$ cat config.mk
export PLATFORM = sky130hd
export DESIGN_NAME = ue_alu
export DESIGN_NICKNAME = d
export VERILOG_FILES = /design/src/rtl/ue_alu_pkg.sv /design/src/rtl/ue_alu_arith.sv /design/src/rtl/ue_alu_shcmp.sv /design/src/rtl/ue_alu_muldiv.sv /design/src/rtl/ue_alu.sv
export SDC_FILE = /design/constraint.sdc
export NUM_CORES = 1
export LEC_CHECK = 0
export BUFFER_PORTS_ARGS = -buffer_cell sky130_fd_sc_hd__clkbuf_2
export CAP_MARGIN = 5
export CORE_MARGIN = 2
export CORE_UTILIZATION = 55
export CTS_BUF_LIST = sky130_fd_sc_hd__clkbuf_16
export CTS_CLUSTER_DIAMETER = 150
export CTS_CLUSTER_SIZE = 16
export DETAILED_ROUTE_END_ITERATION = 10
export GPL_TIMING_DRIVEN = 0
export PLACE_DENSITY_LB_ADDON = 0.15
export SETUP_SLACK_MARGIN = 0.4
export SYNTH_ARGS = -nofsm -noshare
export SYNTH_HDL_FRONTEND = slang
export SYNTH_HIERARCHICAL = 1
export SYNTH_SLANG_ARGS = --single-unit
$ cat constraint.sdc
create_clock -name clk -period 16 [get_ports clk]
set_input_delay 0.8 -clock clk [delete_from_list [all_inputs] [get_ports clk]]
set_output_delay 0.8 -clock clk [all_outputs]
set_load 0.005 [all_outputs]
$ cat src/rtl/ue_alu_pkg.sv
// Shared opcode encoding for the microengine execution unit.
// Assumes a fixed 5-bit code space, split into four groups of eight by bits [4:3].
package ue_alu_pkg;

    typedef enum logic [4:0] {
        OP_PASS   = 5'd0,
        OP_INCR   = 5'd1,
        OP_INV    = 5'd2,
        OP_NEGATE = 5'd3,
        OP_ADD    = 5'd4,
        OP_RSV5   = 5'd5,
        OP_RSV6   = 5'd6,
        OP_SUB    = 5'd7,
        OP_OR     = 5'd8,
        OP_NOR    = 5'd9,
        OP_XOR    = 5'd10,
        OP_XNOR   = 5'd11,
        OP_AND    = 5'd12,
        OP_ANDN   = 5'd13,
        OP_NAND   = 5'd14,
        OP_ANDNA  = 5'd15,
        OP_SRL    = 5'd16,
        OP_SLL    = 5'd17,
        OP_SRA    = 5'd18,
        OP_ROL    = 5'd19,
        OP_SMUL   = 5'd20,
        OP_SDIV   = 5'd21,
        OP_UMUL   = 5'd22,
        OP_UDIV   = 5'd23,
        OP_EQ     = 5'd24,
        OP_CARRY  = 5'd25,
        OP_SMIN   = 5'd26,
        OP_SOVF   = 5'd27,
        OP_SLT    = 5'd28,
        OP_SLE    = 5'd29,
        OP_ULT    = 5'd30,
        OP_ULE    = 5'd31
    } alu_op_e;

    // True for the four codes that use the bit-serial multiply/divide loop.
    function automatic logic is_iterative(logic [4:0] op);
        return (op[4:3] == 2'b10) && op[2];
    endfunction

endpackage

$ cat src/rtl/ue_alu_arith.sv
// Single-cycle datapath for the two low groups: moves, add/subtract and
// two-input bitwise functions. Purely combinational; it never sets a condition.
// Assumes the caller selects this output only when op[4] is zero.
module ue_alu_arith
    import ue_alu_pkg::*;
#(
    parameter int W = 32
) (
    input  logic [4:0]   op,
    input  logic [W-1:0] a,
    input  logic [W-1:0] b,
    output logic [W-1:0] res
);

    localparam logic [W-1:0] ONE = {{(W-1){1'b0}}, 1'b1};

    // Pick the move, arithmetic or bitwise function named by the code.
    always_comb begin
        res = '0;
        case (op)
            OP_PASS:   res = a;
            OP_INCR:   res = a + ONE;
            OP_INV:    res = ~a;
            OP_NEGATE: res = ~a + ONE;
            OP_ADD:    res = a + b;
            OP_SUB:    res = a - b;
            OP_OR:     res = a | b;
            OP_NOR:    res = ~(a | b);
            OP_XOR:    res = a ^ b;
            OP_XNOR:   res = ~(a ^ b);
            OP_AND:    res = a & b;
            OP_ANDN:   res = a & ~b;
            OP_NAND:   res = ~(a & b);
            OP_ANDNA:  res = ~a & b;
            default:   res = '0;
        endcase
    end

endmodule

$ cat src/rtl/ue_alu_shcmp.sv
// Single-cycle datapath for shifts/rotate and for the comparison group.
// Comparisons share one W-bit adder and one unsigned compare; the signed order
// is derived from the unsigned one and the sign bits.
// Assumes W is a power of two, so the shift amount is B[log2(W)-1:0].
module ue_alu_shcmp
    import ue_alu_pkg::*;
#(
    parameter int W = 32
) (
    input  logic [4:0]   op,
    input  logic [W-1:0] a,
    input  logic [W-1:0] b,
    output logic [W-1:0] res,
    output logic         cond
);

    localparam int SW = $clog2(W);

    logic [SW-1:0]  sh;
    logic [2*W-1:0] dbl;
    logic [W-1:0]   rol;
    logic [W-1:0]   sum_w;
    logic           eq, ult, slt, cry, ovf;

    assign sh    = b[SW-1:0];
    assign dbl   = {a, a} << sh;
    assign rol   = dbl[2*W-1:W];
    assign sum_w = a + b;
    assign eq    = (a == b);
    assign ult   = (a < b);
    assign slt   = (a[W-1] ^ b[W-1]) ? a[W-1] : ult;
    assign cry   = (sum_w < a);
    assign ovf   = (a[W-1] == b[W-1]) && (sum_w[W-1] != a[W-1]);

    // Select shift/rotate output or form the condition, then pack the condition.
    always_comb begin
        res  = '0;
        cond = 1'b0;
        case (op)
            OP_SRL:   res = a >> sh;
            OP_SLL:   res = a << sh;
            OP_SRA:   res = W'($signed(a) >>> sh);
            OP_ROL:   res = rol;
            OP_EQ:    cond = eq;
            OP_CARRY: cond = cry;
            OP_SMIN:  cond = slt;
            OP_SOVF:  cond = ovf;
            OP_SLT:   cond = slt;
            OP_SLE:   cond = slt | eq;
            OP_ULT:   cond = ult;
            OP_ULE:   cond = ult | eq;
            default: begin
                res  = '0;
                cond = 1'b0;
            end
        endcase
        if (op == OP_SMIN)
            res = slt ? a : b;
        else if (op[4:3] == 2'b11)
            res = {{(W-1){1'b0}}, cond};
    end

    // The derived signed order must agree with a direct signed compare.
    always_comb begin
        p_slt_agree_r6: assert (slt == ($signed(a) < $signed(b)))
            else $error("signed order derivation disagrees");
    end

    // A rotate keeps every bit of A, so the population count is unchanged.
    always_comb begin
        p_rot_keeps_bits_r5: assert ($countones(rol) == $countones(a))
            else $error("rotate lost or created bits");
    end

    // The minimum never exceeds either operand.
    always_comb begin
        if (op == OP_SMIN) begin
            p_min_bound_r7: assert (($signed(res) <= $signed(a)) && ($signed(res) <= $signed(b)))
                else $error("minimum exceeds an operand");
        end
    end

endmodule

$ cat src/rtl/ue_alu_muldiv.sv
// Bit-serial multiply (shift-add) and divide (restoring) unit. It retires one
// bit per clock for W clocks after a load. Signed forms run on magnitudes,
// and the sign is applied in the last step. The final value is presented
// combinationally during the last step (last_o) so that the caller registers it.
// Assumes load_i is raised only while busy_o is low.
module ue_alu_muldiv #(
    parameter int W = 32
) (
    input  logic         clk,
    input  logic         rst_n,
    input  logic         load_i,
    input  logic         div_i,
    input  logic         sgn_i,
    input  logic [W-1:0] a_i,
    input  logic [W-1:0] b_i,
    output logic         busy_o,
    output logic         last_o,
    output logic [W-1:0] res_o,
    output logic         cond_o
);

    localparam int            CW   = $clog2(W);
    localparam logic [CW-1:0] LAST = CW'(W - 1);

    logic           busy_q, div_q, sgn_q, neg_q, dz_q;
    logic [CW-1:0]  cnt_q;
    logic [W-1:0]   hi_q, lo_q, opd_q;
    logic [W-1:0]   mag_a, mag_b, addend, hi_n, lo_n, quot;
    logic [W:0]     mul_sum, rem_sh, rem_dif;
    logic [2*W-1:0] prod, sprod;

    assign mag_a = (sgn_i && a_i[W-1]) ? (~a_i + 1'b1) : a_i;
    assign mag_b = (sgn_i && b_i[W-1]) ? (~b_i + 1'b1) : b_i;

    // One iteration: add-and-shift for multiply, trial subtract for divide.
    always_comb begin
        addend  = lo_q[0] ? opd_q : '0;
        mul_sum = {1'b0, hi_q} + {1'b0, addend};
        rem_sh  = {hi_q, lo_q[W-1]};
        rem_dif = rem_sh - {1'b0, opd_q};
        if (div_q) begin
            if (!rem_dif[W]) begin
                hi_n = rem_dif[W-1:0];
                lo_n = {lo_q[W-2:0], 1'b1};
            end else begin
                hi_n = rem_sh[W-1:0];
                lo_n = {lo_q[W-2:0], 1'b0};
            end
        end else begin
            hi_n = mul_sum[W:1];
            lo_n = {mul_sum[0], lo_q[W-1:1]};
        end
    end

    // Apply the sign and form the condition from the state after the last step.
    always_comb begin
        prod  = {hi_n, lo_n};
        sprod = neg_q ? (~prod + 1'b1) : prod;
        quot  = neg_q ? (~lo_n + 1'b1) : lo_n;
        if (div_q) begin
            res_o  = dz_q ? '1 : quot;
            cond_o = dz_q;
        end else begin
            res_o  = sprod[W-1:0];
            cond_o = sgn_q ? (sprod[2*W-1:W] != {W{sprod[W-1]}})
                           : (prod[2*W-1:W] != '0);
        end
    end

    // Load operands on start, then step W times and drop busy.
    always_ff @(posedge clk) begin
        if (!rst_n) begin
            busy_q <= 1'b0;
            div_q  <= 1'b0;
            sgn_q  <= 1'b0;
            neg_q  <= 1'b0;
            dz_q   <= 1'b0;
            cnt_q  <= '0;
            hi_q   <= '0;
            lo_q   <= '0;
            opd_q  <= '0;
        end else if (load_i) begin
            busy_q <= 1'b1;
            div_q  <= div_i;
            sgn_q  <= sgn_i;
            neg_q  <= sgn_i && (a_i[W-1] ^ b_i[W-1]);
            dz_q   <= (b_i == '0);
            cnt_q  <= '0;
            hi_q   <= '0;
            lo_q   <= mag_a;
            opd_q  <= mag_b;
        end else if (busy_q) begin
            hi_q  <= hi_n;
            lo_q  <= lo_n;
            cnt_q <= cnt_q + 1'b1;
            if (cnt_q == LAST)
                busy_q <= 1'b0;
        end
    end

    assign busy_o = busy_q;
    assign last_o = busy_q && (cnt_q == LAST);

    // Restoring division keeps the partial remainder below the divisor.
    p_rem_below_divisor_r9: assert property (@(posedge clk) disable iff (!rst_n)
        (busy_q && div_q && !dz_q) |-> (hi_q < opd_q));

endmodule

$ cat src/rtl/ue_alu.sv
// Top of the microengine execution unit. It decodes the 5-bit code and routes
// single-cycle groups to the combinational datapaths, and multiply/divide to
// the bit-serial unit. Result, condition and done are registered here.
// Assumes start_i is a one-cycle strobe. Starts during a serial operation are dropped.
module ue_alu
    import ue_alu_pkg::*;
#(
    parameter int W = 32
) (
    input  logic         clk,
    input  logic         rst_n,
    input  logic         start_i,
    input  logic [4:0]   op_i,
    input  logic [W-1:0] a_i,
    input  logic [W-1:0] b_i,
    output logic [W-1:0] result_o,
    output logic         cond_o,
    output logic         done_o
);

    logic [W-1:0] lo_res, hi_res, md_res, imm_res;
    logic         hi_cond, md_cond, imm_cond;
    logic         md_busy, md_last, is_iter, accept;

    assign is_iter  = is_iterative(op_i);
    assign accept   = start_i && !md_busy;
    assign imm_res  = op_i[4] ? hi_res : lo_res;
    assign imm_cond = op_i[4] ? hi_cond : 1'b0;

    ue_alu_arith #(.W(W)) u_arith (
        .op  (op_i),
        .a   (a_i),
        .b   (b_i),
        .res (lo_res)
    );

    ue_alu_shcmp #(.W(W)) u_shcmp (
        .op   (op_i),
        .a    (a_i),
        .b    (b_i),
        .res  (hi_res),
        .cond (hi_cond)
    );

    ue_alu_muldiv #(.W(W)) u_muldiv (
        .clk    (clk),
        .rst_n  (rst_n),
        .load_i (accept && is_iter),
        .div_i  (op_i[0]),
        .sgn_i  (~op_i[1]),
        .a_i    (a_i),
        .b_i    (b_i),
        .busy_o (md_busy),
        .last_o (md_last),
        .res_o  (md_res),
        .cond_o (md_cond)
    );

    // Capture the single-cycle or serial result and raise done for one cycle.
    always_ff @(posedge clk) begin
        if (!rst_n) begin
            result_o <= '0;
            cond_o   <= 1'b0;
            done_o   <= 1'b0;
        end else if (accept && !is_iter) begin
            result_o <= imm_res;
            cond_o   <= imm_cond;
            done_o   <= 1'b1;
        end else if (md_last) begin
            result_o <= md_res;
            cond_o   <= md_cond;
            done_o   <= 1'b1;
        end else begin
            done_o   <= 1'b0;
        end
    end

    // An accepted single-cycle start completes on the next cycle.
    p_single_done_r11: assert property (@(posedge clk) disable iff (!rst_n)
        (start_i && !md_busy && !is_iter) |=> done_o);

    // No completion can appear while the serial loop is still stepping.
    p_iter_quiet_r12: assert property (@(posedge clk) disable iff (!rst_n)
        (md_busy && !md_last) |=> !done_o);

endmodule

; ---- Yosys cells after proc, flatten, opt, wreduce, memory -nomap -nowiden
; Index checks and enable logic that the tools add are counted.
[totals]
in_bits = 72
reg_bits = 140
output_inout_bits = 34
wordCells = 128
[classes]
addsub = 10
reduce_logical = 18
bitwise_logic = 17
magnitude_cmp = 2
eq_ne = 32
n_mux = 33
n_shift = 4
[ops]
columns = cell, n
row1 = $mux W32, 17
row2 = $pmux W32 S14, 1
row3 = $not A32 Y32, 6
row4 = $add A32 B1 Y32 const B, 4
row5 = $pmux W32 S4, 1
row6 = $and A32 B32 Y32, 3
row7 = $eq A5 B5 Y1 const B, 13
row8 = $add A64 B1 Y64 const B, 1
row9 = $lt A32 B32 Y1, 2
row10 = $mux W64, 1
row11 = $not A64 Y64, 1
row12 = $shl A64 B5 Y64, 1
row13 = $eq A5 B4 Y1 const B, 8
row14 = $add A32 B32 Y33, 1
row15 = $sub A33 B32 Y33, 1
row16 = $add A32 B32 Y32, 1
row17 = $eq A32 B32 Y1, 1
row18 = $logic_not A32 Y1, 1
row19 = $ne A32 B32 Y1, 1
row20 = $or A32 B32 Y32, 1
row21 = $reduce_bool A32 Y1, 1
row22 = $shl A32 B5 Y32, 1
row23 = $shr A32 B5 Y32, 1
row24 = $sshr A32 B5 Y32, 1
row25 = 19 further kinds, 46

; ---- Longest topological paths before layout
[logic_depth]
depth_word = 11
depth_mapped = 28
depth_no_buf = 26

; ---- Hierarchy
; The synthesis kept the hierarchy.
[by_module_without_submodules]
columns = module, instances, seq_area_each_um2, area_per_inst_um2, cells_per_inst
row1 = ue_alu_muldiv, 1, 2122.0, 12962.4, 1782
row2 = ue_alu_shcmp, 1, 0.0, 7439.6, 1136
row3 = ue_alu_arith, 1, 0.0, 7364.6, 1070
row4 = ue_alu, 1, 680.7, 2048.2, 195

; ---- Worst setup path before layout
; Ideal clock, no wire load.
[synth_timing]
path_kind = register -> register
start = reg u_muldiv.lo_q[31]
end = reg cond_o
t_required_ps = 15881
path_stages_with_launch = 26
setup_slack_ps = 10512
arrival_time_ps = 5370
n_path_buf = 1
setup_ps = 119
cell_sequence = dfxtp_1 > inv_1 > ha_1 > inv_1 > fa_1 > a211oi_2 > o21a_1 > a2111oi_4 > o311ai_0 > o211ai_1 > a31oi_2 > ha_1 > and4_1 > nand3_1 > a21o_1 > or4_1 > buf_4 > o31ai_1 > xor2_1 > or4_1 > nor3_1 > mux2_2 > a31oi_1 > mux2_2 > nand2_1 > mux2i_1
[synth_via]
elab_chain_len = 11
[synth_rtl]
columns = item, line_no
row1 = from (decl), ue_alu_muldiv.sv:27  ; logic [W-1:0] hi_q, lo_q, opd_q;
row2 = from (signal assigned), ue_alu_muldiv.sv:90  ; lo_q <= mag_a;
row3 = from (signal assigned), ue_alu_muldiv.sv:94  ; lo_q <= lo_n;
row4 = $sub A33 B32 Y33, ue_alu_muldiv.sv:40  ; rem_dif = rem_sh - {1'b0, opd_q};
row5 = $mux W1 or $mux W32 (tied branches), ue_alu_muldiv.sv:42  ; if (!rem_dif[W]) begin
row6 = $mux W32, ue_alu_muldiv.sv:41  ; if (div_q) begin
row7 = $not A64 Y64, ue_alu_muldiv.sv:58  ; sprod = neg_q ? (~prod + 1'b1) : prod;
row8 = $add A64 B1 Y64, ue_alu_muldiv.sv:58
row9 = $mux W64, ue_alu_muldiv.sv:58
row10 = $ne A32 B32 Y1, ue_alu_muldiv.sv:65  ; cond_o = sgn_q ? (sprod[2*W-1:W] != {W{sprod[W-1]}})
row11 = $mux W1 *, ue_alu_muldiv.sv:65
row12 = $mux W1 *, ue_alu_muldiv.sv:60  ; if (div_q) begin
row13 = net md_cond, ue_alu.sv:22  ; logic hi_cond, md_cond, imm_cond;
row14 = $mux W1 *, ue_alu.sv:69  ; end else if (md_last) begin
row15 = $mux W1 *, ue_alu.sv:65  ; end else if (accept && !is_iter) begin
row16 = to (signal assigned), ue_alu.sv:67  ; cond_o <= imm_cond;
row17 = to (signal assigned), ue_alu.sv:71  ; cond_o <= md_cond;
row18 = to (decl), ue_alu.sv:17  ; output logic cond_o,
; Mark *: on every way through the listed nets, which the timed path passes. The rest lies on a longest branch. The select of a mux whose other input is x is not followed.
; A chain may end at the register's enable or synchronous reset.

; ---- Worst setup path after layout
[layout_timing]
start = in b_i[3]
end = reg result_o[0]
[layout_via]
elab_chain_len = 8
[layout_rtl]
columns = item, line_no
row1 = from (decl), ue_alu.sv:15  ; input logic [W-1:0] b_i,
row2 = "parallel branches: the longest is 5 deep, another holds $add A32 B32 Y32", -
row3 = $mux W32 *, ue_alu_shcmp.sv:57  ; if (op == OP_SMIN)
row4 = net hi_res[0], ue_alu.sv:21  ; logic [W-1:0] lo_res, hi_res, md_res, imm_res;
row5 = $mux W32 *, ue_alu.sv:27  ; assign imm_res = op_i[4] ? hi_res : lo_res;
row6 = $mux W32 *, ue_alu.sv:65
row7 = to (signal assigned), ue_alu.sv:66  ; result_o <= imm_res;
row8 = to (signal assigned), ue_alu.sv:70  ; result_o <= md_res;
row9 = to (decl), ue_alu.sv:16  ; output logic [W-1:0] result_o,
; Mark *: on every way through the listed nets, which the timed path passes.

==> metrics.yaml <==
grt_pass1_wl_mm: 204
path_delay_family: "compound AO/OA/AOI/OAI gates"
cpPeakStageDelay_ns: 0.77
synth_area_leader_cell: "ha_1"
worst_slew_margin_rel_pct: 4.93
r2r-start: "u_muldiv/lo_q[31]$_SDFFE_PN0P_"
io_buffers: 104
powerDensity_mw_per_mm2: 55.7
worst_ir_drop_vdd_mv: 0.0826
wirelength_mm: 139
synth_edf_count: 0
critPathMaxFanout: 14
dieArea_mm2: 0.0561
synthCells: 4183
cts_hold_buf: 0
rr_worst_depth: 25
grt_usage_pct: 48.0
wire_per_inst_um: 27.7
setup_viol_count_final: 0
r2r-end: "cond_o$_SDFFE_PN0P_"
fillerInstances: 5316
cts_tree: "yes"
layout_min_cycle_time_ns: 7.76
syn_area_mm2: 0.0298
drc_errors: 0
yosys.area.top_type_share_pct: 13.6
drive_gt1_share_pct: 8.91
cp.buffers_inverters: 5
leakagePower_uw: 0.0140
cts-root-buf: "clkbuf_16"
clk_transition_reported_paths_ns: 0.07
slew_violations: 0
r2r_slack_ns: 8.76
worstSetupStartpoint: "b_i[3]"
ys_ff_latch: 140
total_power_uw: 1770
status: "complete, no violations"
grtUsageMet1_pct: 60.2
skew_ns: 0.0141
antenna_found_initial: 4
clock_path_buffers: 2
cts_buffers: 17
area_growth_syn_to_layout_pct: 6.76
met3_usage_pct: 10.6
post-route-period-util_pct: 48.5
drtAntennaViolNets: 0
end_kind: "flop"
synth_area_per_cell_um2: 7.13
synth.distinct_cells: 116
die_y_um: 237
required_ns: 16.36
cp-start-kind: "primary input"
htreeDepth: 4
syn_nets: 4584
synthTopCellsByCount: "nor2_1, nand2_1, a21oi_1, ha_1, o21ai_0"
cp.depth: 26
timing.fmax_mhz: 129
ys.flop_type: "dfxtp_1"
grtUsageMet2_pct: 72.2
die_w_um: 237
synthArstFlopShare_pct: 0
design.portCount: 106
grt_pass1_vias: 32079
grt_most_used_layer: "met2"
start_util_pct: 55.5
dr.pass1.iters: 7
hold_violations: 0
synth.area.top_cells: "ha_1, dfxtp_1, a21oi_1"
crit_slowest_cell: "clkbuf_1"
crit_top_cell: "a21oi_1"
grt_max_degree: 25
yosysSeqAreaShare_pct: 9.40
grt_overflow: 0
rsz0062_at_grt: "no"
yosys.cell_count.top_type: "nor2_1"
cts.sinks: 140
rows: 85
drtIter0Drc: 5172
fin_setup_tns_ns: 0
vias_per_cell: 6.95
worstPathArrival_ns: 8.12
cts_setup_buffers: 0
cp-endpoint: "result_o[0]$_SDFFE_PN0P_"
layout.nets: 4710
num_vias: 34892
yosys_warnings: 6
hold_path.class: "flop to flop"
dp_hpwl_mm: 107
post_cts_resized: 0
max-cap-violations: 0
core_mm2: 0.0537
path_class: "primary input to flop"
worst_slew_pin_slew_ns: 1.41
gp_congestion: 1.07
clk_latency_ns: 0.46
## state kept, by name, indices dropped and copies added (netlist names)
name             cells
u_muldiv/dz_q        1
u_muldiv/opd_q      32
result_o            32
cond_o               1
u_muldiv/sgn_q       1
u_muldiv/cnt_q       5
u_muldiv/lo_q       32
done_o               1
u_muldiv/busy_o      1
u_muldiv/div_q       1
u_muldiv/hi_q       32
u_muldiv/neg_q       1
## layout by cell type (no fill, tap or decap), types with 67 or more instances in the layout
master / synthesis / final
nand3_1: 134 / 134
nor3_1: 84 / 84
mux2i_1: 140 / 140
ha_1: 325 / 325
dfxtp_1: 140 / 140
xor2_1: 86 / 86
clkbuf_2: 0 / 105
a211oi_1: 80 / 80
inv_1: 219 / 219
o211a_1: 72 / 72
a21oi_1: 341 / 341
o21ai_0: 281 / 281
nor2_1: 398 / 398
a21o_1: 75 / 75
nand2_1: 371 / 371
xnor2_1: 181 / 181
mux2_2: 67 / 67
clkbuf_1: 182 / 182
## final cells by class
class | instances | area, um2 | area share, %
Timing Repair Buffer | 107 | 541 | 1.70
Inverter | 225 | 845 | 2.65
Buffer | 267 | 1140 | 3.59
Antenna cell | 5 | 12.5 | 0.0393
Multi-Input combinational cell | 3551 | 25000 | 78.6
Clock buffer | 17 | 425 | 1.34
Clock inverter | 15 | 158 | 0.495
Tap cell | 696 | 871 | 2.74
Sequential cell | 140 | 2800 | 8.81
## through the flow
step / area (um2) / hold slack (ns) / setup WS, ns / utilization, % / std cells
global placement: 31200 / 0.480 / 8.03 / 58.1 / 4983
detailed placement: 31200 / 0.489 / 8.12 / 58.1 / 4984
CTS: 31800 / 0.505 / 8.58 / 59.2 / 5016
global route: 31800 / 0.523 / 7.99 / 59.2 / 5018
finish: 31800 / 0.499 / 8.24 / 59.3 / 5023
floorplan: 29800 / 0.465 / 10.51 / - / 4183
## power by group
part,internal [uW],switching (uW),leakage (uW)
sequential,365,17.2,0.00114
combinational,327,662,0.0126
clock,219,183,0.000273
total,911,862,0.0140
## layer usage
metal / wire, um / share of wire (%)
met5: 0 / 0
met3: 17200 / 12
met2: 57200 / 41
met1: 52700 / 38
met4: 12200 / 8.7
## how the worst min path moves through the flow
stage	start	to	slack (ns)	cells after the start
2_1_floorplan	u_muldiv/sgn_q$_SDFFE_PN0P_	u_muldiv/sgn_q$_SDFFE_PN0P_	0.47	2
5_1_grt	u_muldiv/opd_q[7]$_SDFFE_PN0P_	u_muldiv/opd_q[7]$_SDFFE_PN0P_	0.52	1
3_3_place_gp	u_muldiv/opd_q[2]$_SDFFE_PN0P_	u_muldiv/opd_q[2]$_SDFFE_PN0P_	0.48	1
4_1_cts	u_muldiv/opd_q[6]$_SDFFE_PN0P_	u_muldiv/opd_q[6]$_SDFFE_PN0P_	0.51	1
3_5_place_dp	u_muldiv/opd_q[2]$_SDFFE_PN0P_	u_muldiv/opd_q[2]$_SDFFE_PN0P_	0.49	1
6_report	u_muldiv/opd_q[6]$_SDFFE_PN0P_	u_muldiv/opd_q[6]$_SDFFE_PN0P_	0.50	1
## kinds of logic (layout without fill, tap and decap cells)
logic type / after synthesis / count (layout) / share of synthesized area, %
AND/OR/NAND/NOR: 1386 / 1386 / 22.7
AO/OA/AOI/OAI: 1338 / 1338 / 30.5
buffers and inverters: 492 / 631 / 6.66
adder cells (fa/ha/maj): 329 / 329 / 13.9
XOR/XNOR: 268 / 268 / 7.90
multiplexers: 230 / 230 / 8.97
flip-flops: 140 / 140 / 9.40
other: 0 / 5 / 0
(Power assumes the default switching activity.)
